$ cat src/rtl/vseq_pkg.sv
package vseq_pkg;
  typedef enum logic [1:0] {
    ST_IDLE  = 2'd0,
    ST_ISSUE = 2'd1,
    ST_DONE  = 2'd2
  } vseq_state_e;
endpackage

$ cat src/rtl/vseq_len.sv
module vseq_len #(
  parameter int CNT_W    = 32,
  parameter int MVL_LOG2 = 6,
  localparam int LEN_W   = MVL_LOG2 + 1
) (
  input  logic [CNT_W-1:0] rem_i,
  output logic [LEN_W-1:0] len_o
);
  localparam logic [LEN_W-1:0] FULL_LEN = LEN_W'(1) << MVL_LOG2;

  logic [MVL_LOG2-1:0] tail;

  always_comb begin
    tail = rem_i[MVL_LOG2-1:0];
    // Only the first chunk can have a nonzero tail: after it, the remainder is a multiple of MVL.
    if (tail != '0) len_o = {1'b0, tail};
    else            len_o = FULL_LEN;
  end
endmodule

$ cat src/rtl/vseq_rem.sv
module vseq_rem #(
  parameter int CNT_W = 32,
  parameter int LEN_W = 7
) (
  input  logic             clk,
  input  logic             rst_n,
  input  logic             load_i,
  input  logic [CNT_W-1:0] count_i,
  input  logic             dec_i,
  input  logic [LEN_W-1:0] len_i,
  output logic [CNT_W-1:0] rem_o,
  output logic             last_o
);
  logic [CNT_W-1:0] rem_d;
  logic             rem_en;

  always_comb begin
    rem_en = load_i | dec_i;
    rem_d  = rem_o;
    if (load_i)     rem_d = count_i;
    else if (dec_i) rem_d = rem_o - CNT_W'(len_i);
  end

  always_ff @(posedge clk or negedge rst_n) begin
    if (!rst_n)      rem_o <= '0;
    else if (rem_en) rem_o <= rem_d;
  end

  assign last_o = (rem_o == CNT_W'(len_i));
endmodule

$ cat src/rtl/vseq_ptr.sv
module vseq_ptr #(
  parameter int ADDR_W    = 32,
  parameter int LEN_W     = 7,
  parameter int ELEM_LOG2 = 3
) (
  input  logic              clk,
  input  logic              rst_n,
  input  logic              load_i,
  input  logic [ADDR_W-1:0] base_i,
  input  logic              step_i,
  input  logic [LEN_W-1:0]  len_i,
  output logic [ADDR_W-1:0] ptr_o
);
  logic [ADDR_W-1:0] ptr_d;
  logic              ptr_en;

  always_comb begin
    ptr_en = load_i | step_i;
    ptr_d  = ptr_o;
    if (load_i)      ptr_d = base_i;
    else if (step_i) ptr_d = ptr_o + (ADDR_W'(len_i) << ELEM_LOG2);
  end

  always_ff @(posedge clk or negedge rst_n) begin
    if (!rst_n)      ptr_o <= '0;
    else if (ptr_en) ptr_o <= ptr_d;
  end
endmodule

$ cat src/rtl/vlen_seq.sv
module vlen_seq #(
  parameter int CNT_W     = 32,
  parameter int ADDR_W    = 32,
  parameter int MVL_LOG2  = 6,
  parameter int ELEM_LOG2 = 3,
  localparam int LEN_W    = MVL_LOG2 + 1,
  localparam int N_PTR    = 3
) (
  input  logic              clk,
  input  logic              rst_n,
  input  logic              start_i,
  input  logic [CNT_W-1:0]  count_i,
  input  logic [ADDR_W-1:0] base_a_i,
  input  logic [ADDR_W-1:0] base_b_i,
  input  logic [ADDR_W-1:0] base_c_i,
  input  logic              chunk_ready_i,
  output logic              chunk_valid_o,
  output logic [LEN_W-1:0]  chunk_len_o,
  output logic [ADDR_W-1:0] addr_a_o,
  output logic [ADDR_W-1:0] addr_b_o,
  output logic [ADDR_W-1:0] addr_c_o,
  output logic              busy_o,
  output logic              done_o
);
  import vseq_pkg::*;

  // Reset: asserted asynchronously, released on a clock edge
  logic [1:0] rst_pipe;
  logic       rst_int_n;
  always_ff @(posedge clk or negedge rst_n) begin
    if (!rst_n) rst_pipe <= 2'b00;
    else        rst_pipe <= {rst_pipe[0], 1'b1};
  end
  assign rst_int_n = rst_pipe[1];

  vseq_state_e state_q, state_d;
  logic        take_start, accept, load, last;
  logic [CNT_W-1:0]  rem;
  logic [ADDR_W-1:0] base_arr [N_PTR];
  logic [ADDR_W-1:0] ptr_arr  [N_PTR];

  assign take_start = (state_q == ST_IDLE) && start_i;
  assign load       = take_start && (count_i != '0);
  assign accept     = chunk_valid_o && chunk_ready_i;

  always_comb begin
    state_d = state_q;
    unique case (state_q)
      ST_IDLE:  if (take_start) state_d = (count_i == '0) ? ST_DONE : ST_ISSUE;
      ST_ISSUE: if (accept && last) state_d = ST_DONE;
      ST_DONE:  state_d = ST_IDLE;
      default:  state_d = ST_IDLE;
    endcase
  end

  always_ff @(posedge clk or negedge rst_int_n) begin
    if (!rst_int_n) state_q <= ST_IDLE;
    else            state_q <= state_d;
  end

  vseq_rem #(.CNT_W(CNT_W), .LEN_W(LEN_W)) u_rem (
    .clk(clk), .rst_n(rst_int_n), .load_i(load), .count_i(count_i),
    .dec_i(accept), .len_i(chunk_len_o), .rem_o(rem), .last_o(last)
  );

  vseq_len #(.CNT_W(CNT_W), .MVL_LOG2(MVL_LOG2)) u_len (
    .rem_i(rem), .len_o(chunk_len_o)
  );

  assign base_arr[0] = base_a_i;
  assign base_arr[1] = base_b_i;
  assign base_arr[2] = base_c_i;

  for (genvar g = 0; g < N_PTR; g++) begin : g_ptr
    vseq_ptr #(.ADDR_W(ADDR_W), .LEN_W(LEN_W), .ELEM_LOG2(ELEM_LOG2)) u_ptr (
      .clk(clk), .rst_n(rst_int_n), .load_i(load), .base_i(base_arr[g]),
      .step_i(accept), .len_i(chunk_len_o), .ptr_o(ptr_arr[g])
    );
  end

  assign addr_a_o      = ptr_arr[0];
  assign addr_b_o      = ptr_arr[1];
  assign addr_c_o      = ptr_arr[2];
  assign chunk_valid_o = (state_q == ST_ISSUE);
  assign busy_o        = (state_q != ST_IDLE);
  assign done_o        = (state_q == ST_DONE);

  // Assertions
  assert_idle_quiet_R1: assert property (@(posedge clk) disable iff (!rst_int_n)
    !busy_o |-> (!chunk_valid_o && !done_o));

  assert_ptr_step_R4: assert property (@(posedge clk) disable iff (!rst_int_n)
    accept |=> addr_a_o == ($past(addr_a_o) + (ADDR_W'($past(chunk_len_o)) << ELEM_LOG2)));

  assert_len_range_R6: assert property (@(posedge clk) disable iff (!rst_int_n)
    chunk_valid_o |-> (chunk_len_o != '0 && chunk_len_o <= (LEN_W'(1) << MVL_LOG2)));

  assert_zero_count_R7: assert property (@(posedge clk) disable iff (!rst_int_n)
    (take_start && count_i == '0) |=> (done_o && !chunk_valid_o));

  assert_hold_R8: assert property (@(posedge clk) disable iff (!rst_int_n)
    (chunk_valid_o && !chunk_ready_i) |=>
      (chunk_valid_o && $stable(chunk_len_o) && $stable(addr_a_o)
       && $stable(addr_b_o) && $stable(addr_c_o)));

  assert_done_pulse_R9: assert property (@(posedge clk) disable iff (!rst_int_n)
    done_o |=> !done_o);

  assert_busy_start_R10: assert property (@(posedge clk) disable iff (!rst_int_n)
    (chunk_valid_o && start_i && !accept) |=> chunk_valid_o);
endmodule

$ cat config.mk
export PLATFORM = sky130hd
export DESIGN_NAME = vlen_seq
export DESIGN_NICKNAME = d
export VERILOG_FILES = /design/src/rtl/vseq_pkg.sv /design/src/rtl/vseq_len.sv /design/src/rtl/vseq_rem.sv /design/src/rtl/vseq_ptr.sv /design/src/rtl/vlen_seq.sv
export SDC_FILE = /design/constraint.sdc
export NUM_CORES = 1
export LEC_CHECK = 0
export BUFFER_PORTS_ARGS = -buffer_cell sky130_fd_sc_hd__buf_2
export CORE_ASPECT_RATIO = 0.7
export CORE_MARGIN = 1.5
export CORE_UTILIZATION = 30
export CTS_BUF_LIST = sky130_fd_sc_hd__clkbuf_4 sky130_fd_sc_hd__clkbuf_8
export DETAILED_ROUTE_END_ITERATION = 12
export GPL_TIMING_DRIVEN = 0
export HOLD_SLACK_MARGIN = 0.12
export SLEW_MARGIN = 0
export SYNTH_ARGS = -nofsm -noshare
export SYNTH_HDL_FRONTEND = slang
export SYNTH_SLANG_ARGS = --single-unit
$ cat constraint.sdc
create_clock -name clk -period 4.2 [get_ports clk]
set_clock_uncertainty 0.1 [all_clocks]
set_input_delay 0.21 -clock clk [delete_from_list [all_inputs] [get_ports clk]]
set_output_delay 0.21 -clock clk [all_outputs]
set_load 0.1 [all_outputs]
-- Word-level counts from Yosys, hierarchy flattened
Index checks and enable logic that the tools add are counted.
- input bits: 132
- bits in registers: 132
- mux-type cells: 13
- bitwise operators: 1
- equality and inequality tests: 5
- add/sub/neg operators: 4
- reductions and logical operators: 12
- operator list (kind ; count):
    32-bit 2-to-1 mux ; 8
    32-bit by 10-bit adder with 32-bit output ; 3
    32-bit by 7-bit equality test with 1-bit output ; 1
    32-bit zero test ; 1
    32-bit nonzero test ; 1
    32-bit by 7-bit subtractor with 32-bit output ; 1
    7-bit 2-to-1 mux ; 1
    2-bit 2-to-1 mux ; 3
    6-bit nonzero test ; 1
    1-bit logical AND ; 4
    2-bit case mux with 2 select lines ; 1
    2-bit AND reduction ; 2
    2-bit nonzero test ; 2
    2-bit by 1-bit equality test with 1-bit output (second input constant) ; 1
    2-bit equality test (second input constant) ; 1
    2-bit zero test ; 1
    2-bit by 1-bit != test with 1-bit output (second input constant) ; 1
    2-bit != test (second input constant) ; 1
    1-bit bitwise OR ; 1

-- Depth between registers and ports, before layout
- word-level depth: 6
- depth in mapped cells: 12

-- Hierarchy
A second synthesis with hierarchy kept.
- cell total of the unflattened synthesis: 938
- area total of the unflattened synthesis: 8465.6 um2
- modules (own cells, without submodules) (module ; times used ; cells each ; area an instance (um2)):
    vseq_ptr ; 3 ; 221 ; 2015.7
    vseq_rem ; 1 ; 240 ; 2132.0
    vlen_seq ; 1 ; 27 ; 242.7
    vseq_len ; 1 ; 8 ; 43.8

-- Worst setup path before layout
No wires, ideal clock.
- kind: register -> register
- start point: register u_rem.rem_o[1]
- end point: register u_rem.rem_o[27]
- setup slack: 0.667 ns
- path buffers: 2
- stages on the path, launching flop included: 13
- required time: 3.973 ns
- arrival: 3.306 ns
- setup time: 0.127 ns
- cells stage by stage: dfrtp_1 > buf_2 > nor2_1 > and3_1 > inv_1 > ha_1 > nor3_1 > and2_1 > clkbuf_1 > nand2_2 > or4_4 > o211ai_2 > nand3_1
- cells in the longest elaborated chain, start to end: 5
- RTL lines (element ; RTL line ; text):
    from (decl) ; vseq_rem.sv:11 ; output logic [CNT_W-1:0] rem_o,
    from (signal assigned) ; vseq_rem.sv:26 ; else if (rem_en) rem_o <= rem_d;
    6-bit nonzero test ; vseq_len.sv:16 ; if (tail != '0) len_o = {1'b0, tail};
    7-bit 2-to-1 mux ; vseq_len.sv:16 ;
    net chunk_len_o[6] ; vlen_seq.sv:18 ; output logic [LEN_W-1:0] chunk_len_o,
    32-bit by 7-bit subtractor with 32-bit output ; vseq_rem.sv:21 ; else if (dec_i) rem_d = rem_o - CNT_W'(len_i);
    32-bit 2-to-1 mux ; vseq_rem.sv:21 ;
    32-bit 2-to-1 mux ; vseq_rem.sv:20 ; if (load_i) rem_d = count_i;
The timed path passes the listed nets, and every way through them passes these cells. The select of a mux whose other input is x is not followed.
A chain may end at the register's enable or synchronous reset.

-- Final worst setup path
- start point: register u_rem.rem_o[1]
- end point: register u_rem.rem_o[27]
- cells in the longest elaborated chain, start to end: 5
- RTL lines (element ; RTL line):
    6-bit nonzero test ; vseq_len.sv:16
    7-bit 2-to-1 mux ; vseq_len.sv:16
    32-bit by 7-bit subtractor with 32-bit output (*) ; vseq_rem.sv:21
    32-bit 2-to-1 mux (*) ; vseq_rem.sv:21
    32-bit 2-to-1 mux (*) ; vseq_rem.sv:20
Every way passes the cells marked *; elsewhere a longest branch is shown, timed or not. The select of a mux whose other input is x is not followed.

==> out/qor.yml <==
global_routing:
  grt_max_degree: 57
  grt_pass1_vias: 8286
  grt_pass1_wl_um: 50100
  overflow: 0
  grt_usage_pct: 25.2
  antenna_found_initial: 4
detailed_routing:
  drcViolationCount: 0
  viasPerCell: 5.41
  drtIter0Drc: 679
  finalWirelength_um: 33700
  antenna_left: 0
  routedWlPerCell_um: 20.9
  vias: 8700
  first_pass_iters: 5
floorplanning:
  chipWidth_um: 195
  core_mm2: 0.0250
  initial_core_util_pct: 31.0
  io_pins: 238
  dieArea_mm2: 0.0268
  rows: 48
  fp.dieH_um: 137
layout:
  final_core_util_pct: 44.7
  fillCellCount: 2471
  multi_input_area_mm2: 0.00422
  design_area_mm2: 0.0112
  syn_to_final_growth_pct: 44.1
  nNetsFinal: 1424
  drive_gt1_share_pct: 23.3
  seqCellArea_mm2: 0.00331
synthesis:
  yosys.area_share.simple_pct: 23.9
  ys_seq_area_share_pct: 42.6
  synth_top_family_by_area: "simple AND/OR/NAND/NOR gates"
  syn_area_mm2: 0.00775
  synthArstFlopShare_pct: 100
  synth-adder-area-share_pct: 4.23
  synth-xor-area-share_pct: 4.52
  synth_mux_area_share_pct: 0.662
  ys_warn_count: 0
  syn_area_per_cell_um2: 8.84
  synth_cells: 877
  synth_edf_count: 0
  synth_seq_cells: 132
  yosysUniqueCellTypes: 67
  synth_compound_area_share_pct: 21.0
  synth_flop_cell: "dfrtp_1"
power_and_ir_drop:
  peakVddDrop_mv: 0.444
  leakagePower_nw: 4.96
  p_total_w: 0.00853
  power.density_mw_per_mm2: 763
setup_path:
  cp_max_fo: 9
  endpoint_kind: "register"
  rr_startpoint: "u_rem.rem_o[1]"
  critPathMaxStageDelay_ns: 0.45
  cp.required_ns: 4.44
  critPathSlowestCell: "or4_4"
  worstPathCellList: "buf_2 -> nor2_1 -> and3_1 -> inv_1 -> ha_1 -> nor3_1 -> and2_1 -> clkbuf_1 -> nand2_2 -> or4_4 -> o211ai_2 -> nand3_1"
  startpoint_type: "register"
  crit_type: "register to register"
  reg2reg_depth: 12
  crit_family: "simple AND/OR/NAND/NOR gates"
  crit_start: "u_rem.rem_o[1]"
  cp.buffers_inverters: 3
  r2r_setup_slack_ns: 0.69
  crit_arrival_ns: 3.75
  reg2reg_to: "u_rem.rem_o[27]"
cts:
  clock_latency_ns: 0.47
  cts_buffers: 17
  cts-root-buf: "clkbuf_8"
  cts_setup_buffers: 0
  cts_buffer_depth: 2
  clkSinkCount: 132
  clk_pin_slew_ns: 0.09
  htreeDepth: 4
  cts_tree: "done"
timing:
  finalSetupViolCount: 0
  slew_headroom_pct: 24.8
  fmax_mhz: 285
  worst_pin_slew_ns: 1.12
  fin_crit_ns: 3.51
  finalHoldViolCount: 0
  fin_ws_ns: 0.692
  slew_viol_final: 0
  min_period_over_period_pct: 83.5
  rsz0062_at_grt: "false"
  tns_ns: 0
placed_design:
  place.gp.congestion: 0.890
  place_ws_ns: 0.755
  dp_hpwl_um: 24300
  port_buffers: 237
  postPlaceCellArea_mm2: 0.00940
min_path:
  whs_endpoint: "g_ptr[0].u_ptr.ptr_o[24]"
  holdCritPathClass: "input pin to register"
  whs_path_depth: 5
  hp-start: "chunk_ready_i"
flow_run:
  drv_cap: 0
outcome:
  outcome: "finished clean"
per-stage QoR:
step           hold slack [ns]  std cells
6_report                 0.185       1608
5_1_grt                  0.185       1608
4_1_cts                  0.165       1606
3_5_place_dp            -0.100       1443
3_3_place_gp            -0.103       1441
2_1_floorplan           -0.186        879
metal layers:
metal / vias to the layer above / wire length, um / global-route usage, %
li1: 4051 / - / -
met1: 4227 / 15500 / 35.2
met2: 390 / 14600 / 38.7
met3: 30 / 3160 / 7.03
met4: 2 / 393 / 5.51
met5: - / 13 / 0
flip-flops by register name, summed over array words and instances (netlist names):
name / count
u_rem.rem_o: 32
rst_pipe: 2
g_ptr.u_ptr.ptr_o: 96
state_q: 2
synthesized netlist by cell type, types with 7 or more instances:
cell	count	area (um^2)
o21a_1	7	52.6
xnor2_1	11	96.3
a21oi_1	31	155
a21o_1	8	60.1
ha_1	23	288
nor3_1	19	95.1
buf_2	9	45.0
a31oi_1	10	62.6
clkbuf_1	41	154
nand4_1	27	169
o211ai_1	35	263
nor4_1	15	93.8
nand2_1	153	574
nor2_1	60	225
and3_1	14	87.6
xor2_1	29	254
o311ai_0	22	193
inv_1	9	33.8
nand3_1	56	280
and2_1	9	56.3
a221o_1	16	160
o21ai_0	46	230
dfrtp_1	132	3300
a22oi_1	19	143
power breakdown:
group          switching [W]  internal [W]
Sequential          0.000505       0.00172
Combinational        0.00393       0.00110
Clock               0.000570      0.000695
Total                0.00500       0.00352
area by class of cell:
cell class / instances / share of cell area (%)
buffer: 51 / 1.81
sequential: 132 / 29.6
timing repair buffer: 370 / 22.8
multi-input combinational: 687 / 37.8
tap: 325 / 3.64
clock inverter: 12 / 1.58
clock buffer: 20 / 2.46
inverter: 9 / 0.302
antenna: 2 / 0.0448
worst register-to-register path, delay by kind of cell (launching register included):
family,cells,cell delay [ns]
fa+ha+maj,1,0.36
buf+inv,3,0.60
flops,1,0.38
compound gates,1,0.14
simple gates,7,1.79
worst max path at each step:
stage | end | slack (ns) | depth (start not counted)
after floorplan | g_ptr[0].u_ptr.ptr_o[0] | 0.15 | 0
after global placement | g_ptr[1].u_ptr.ptr_o[19] | -1.94 | 0
after detailed placement | u_rem.rem_o[27] | 0.76 | 12
after CTS | u_rem.rem_o[27] | 0.73 | 12
after global routing | u_rem.rem_o[27] | 0.54 | 12
final | u_rem.rem_o[27] | 0.69 | 12
cells in the final DEF (no fill, tap or decap), types with 3 or more instances in the layout:
master         instances
a211oi_1               5
a21o_1                 8
a21oi_1               31
a221o_1               16
a22oi_1               19
a31oi_1               10
a32oi_1                3
and2_1                 9
and3_1                14
and4_1                 5
buf_2                246
bufinv_16              4
clkbuf_1              41
clkbuf_8              20
clkinv_2               3
conb_1                 3
dfrtp_1              131
dlygate4sd3_1        131
ha_1                  23
inv_1                  9
mux2i_1                4
nand2_1              153
nand2b_1               4
nand3_1               56
nand4_1               27
nor2_1                60
nor2b_1                6
nor3_1                19
nor4_1                15
o211ai_1              35
o21a_1                 7
o21ai_0               46
o311ai_0              22
or3_1                  5
or4_4                  3
xnor2_1               11
xor2_1                29
kinds of logic after synthesis:
kind of cell	count (synthesis)
xor gates and xnor gates	40
DFF	132
buffers and inverters	60
adders and majority gates	26
other	1
AOI/OAI and AO/OA	224
and+or+nand+nor	389
muxes	5
timing repair:
item	CTS	global route
hold endpoints to repair	131	0
resized for setup	0	0
hold buffers	131	0
No activity file was read; power rests on OpenSTA's default activity.
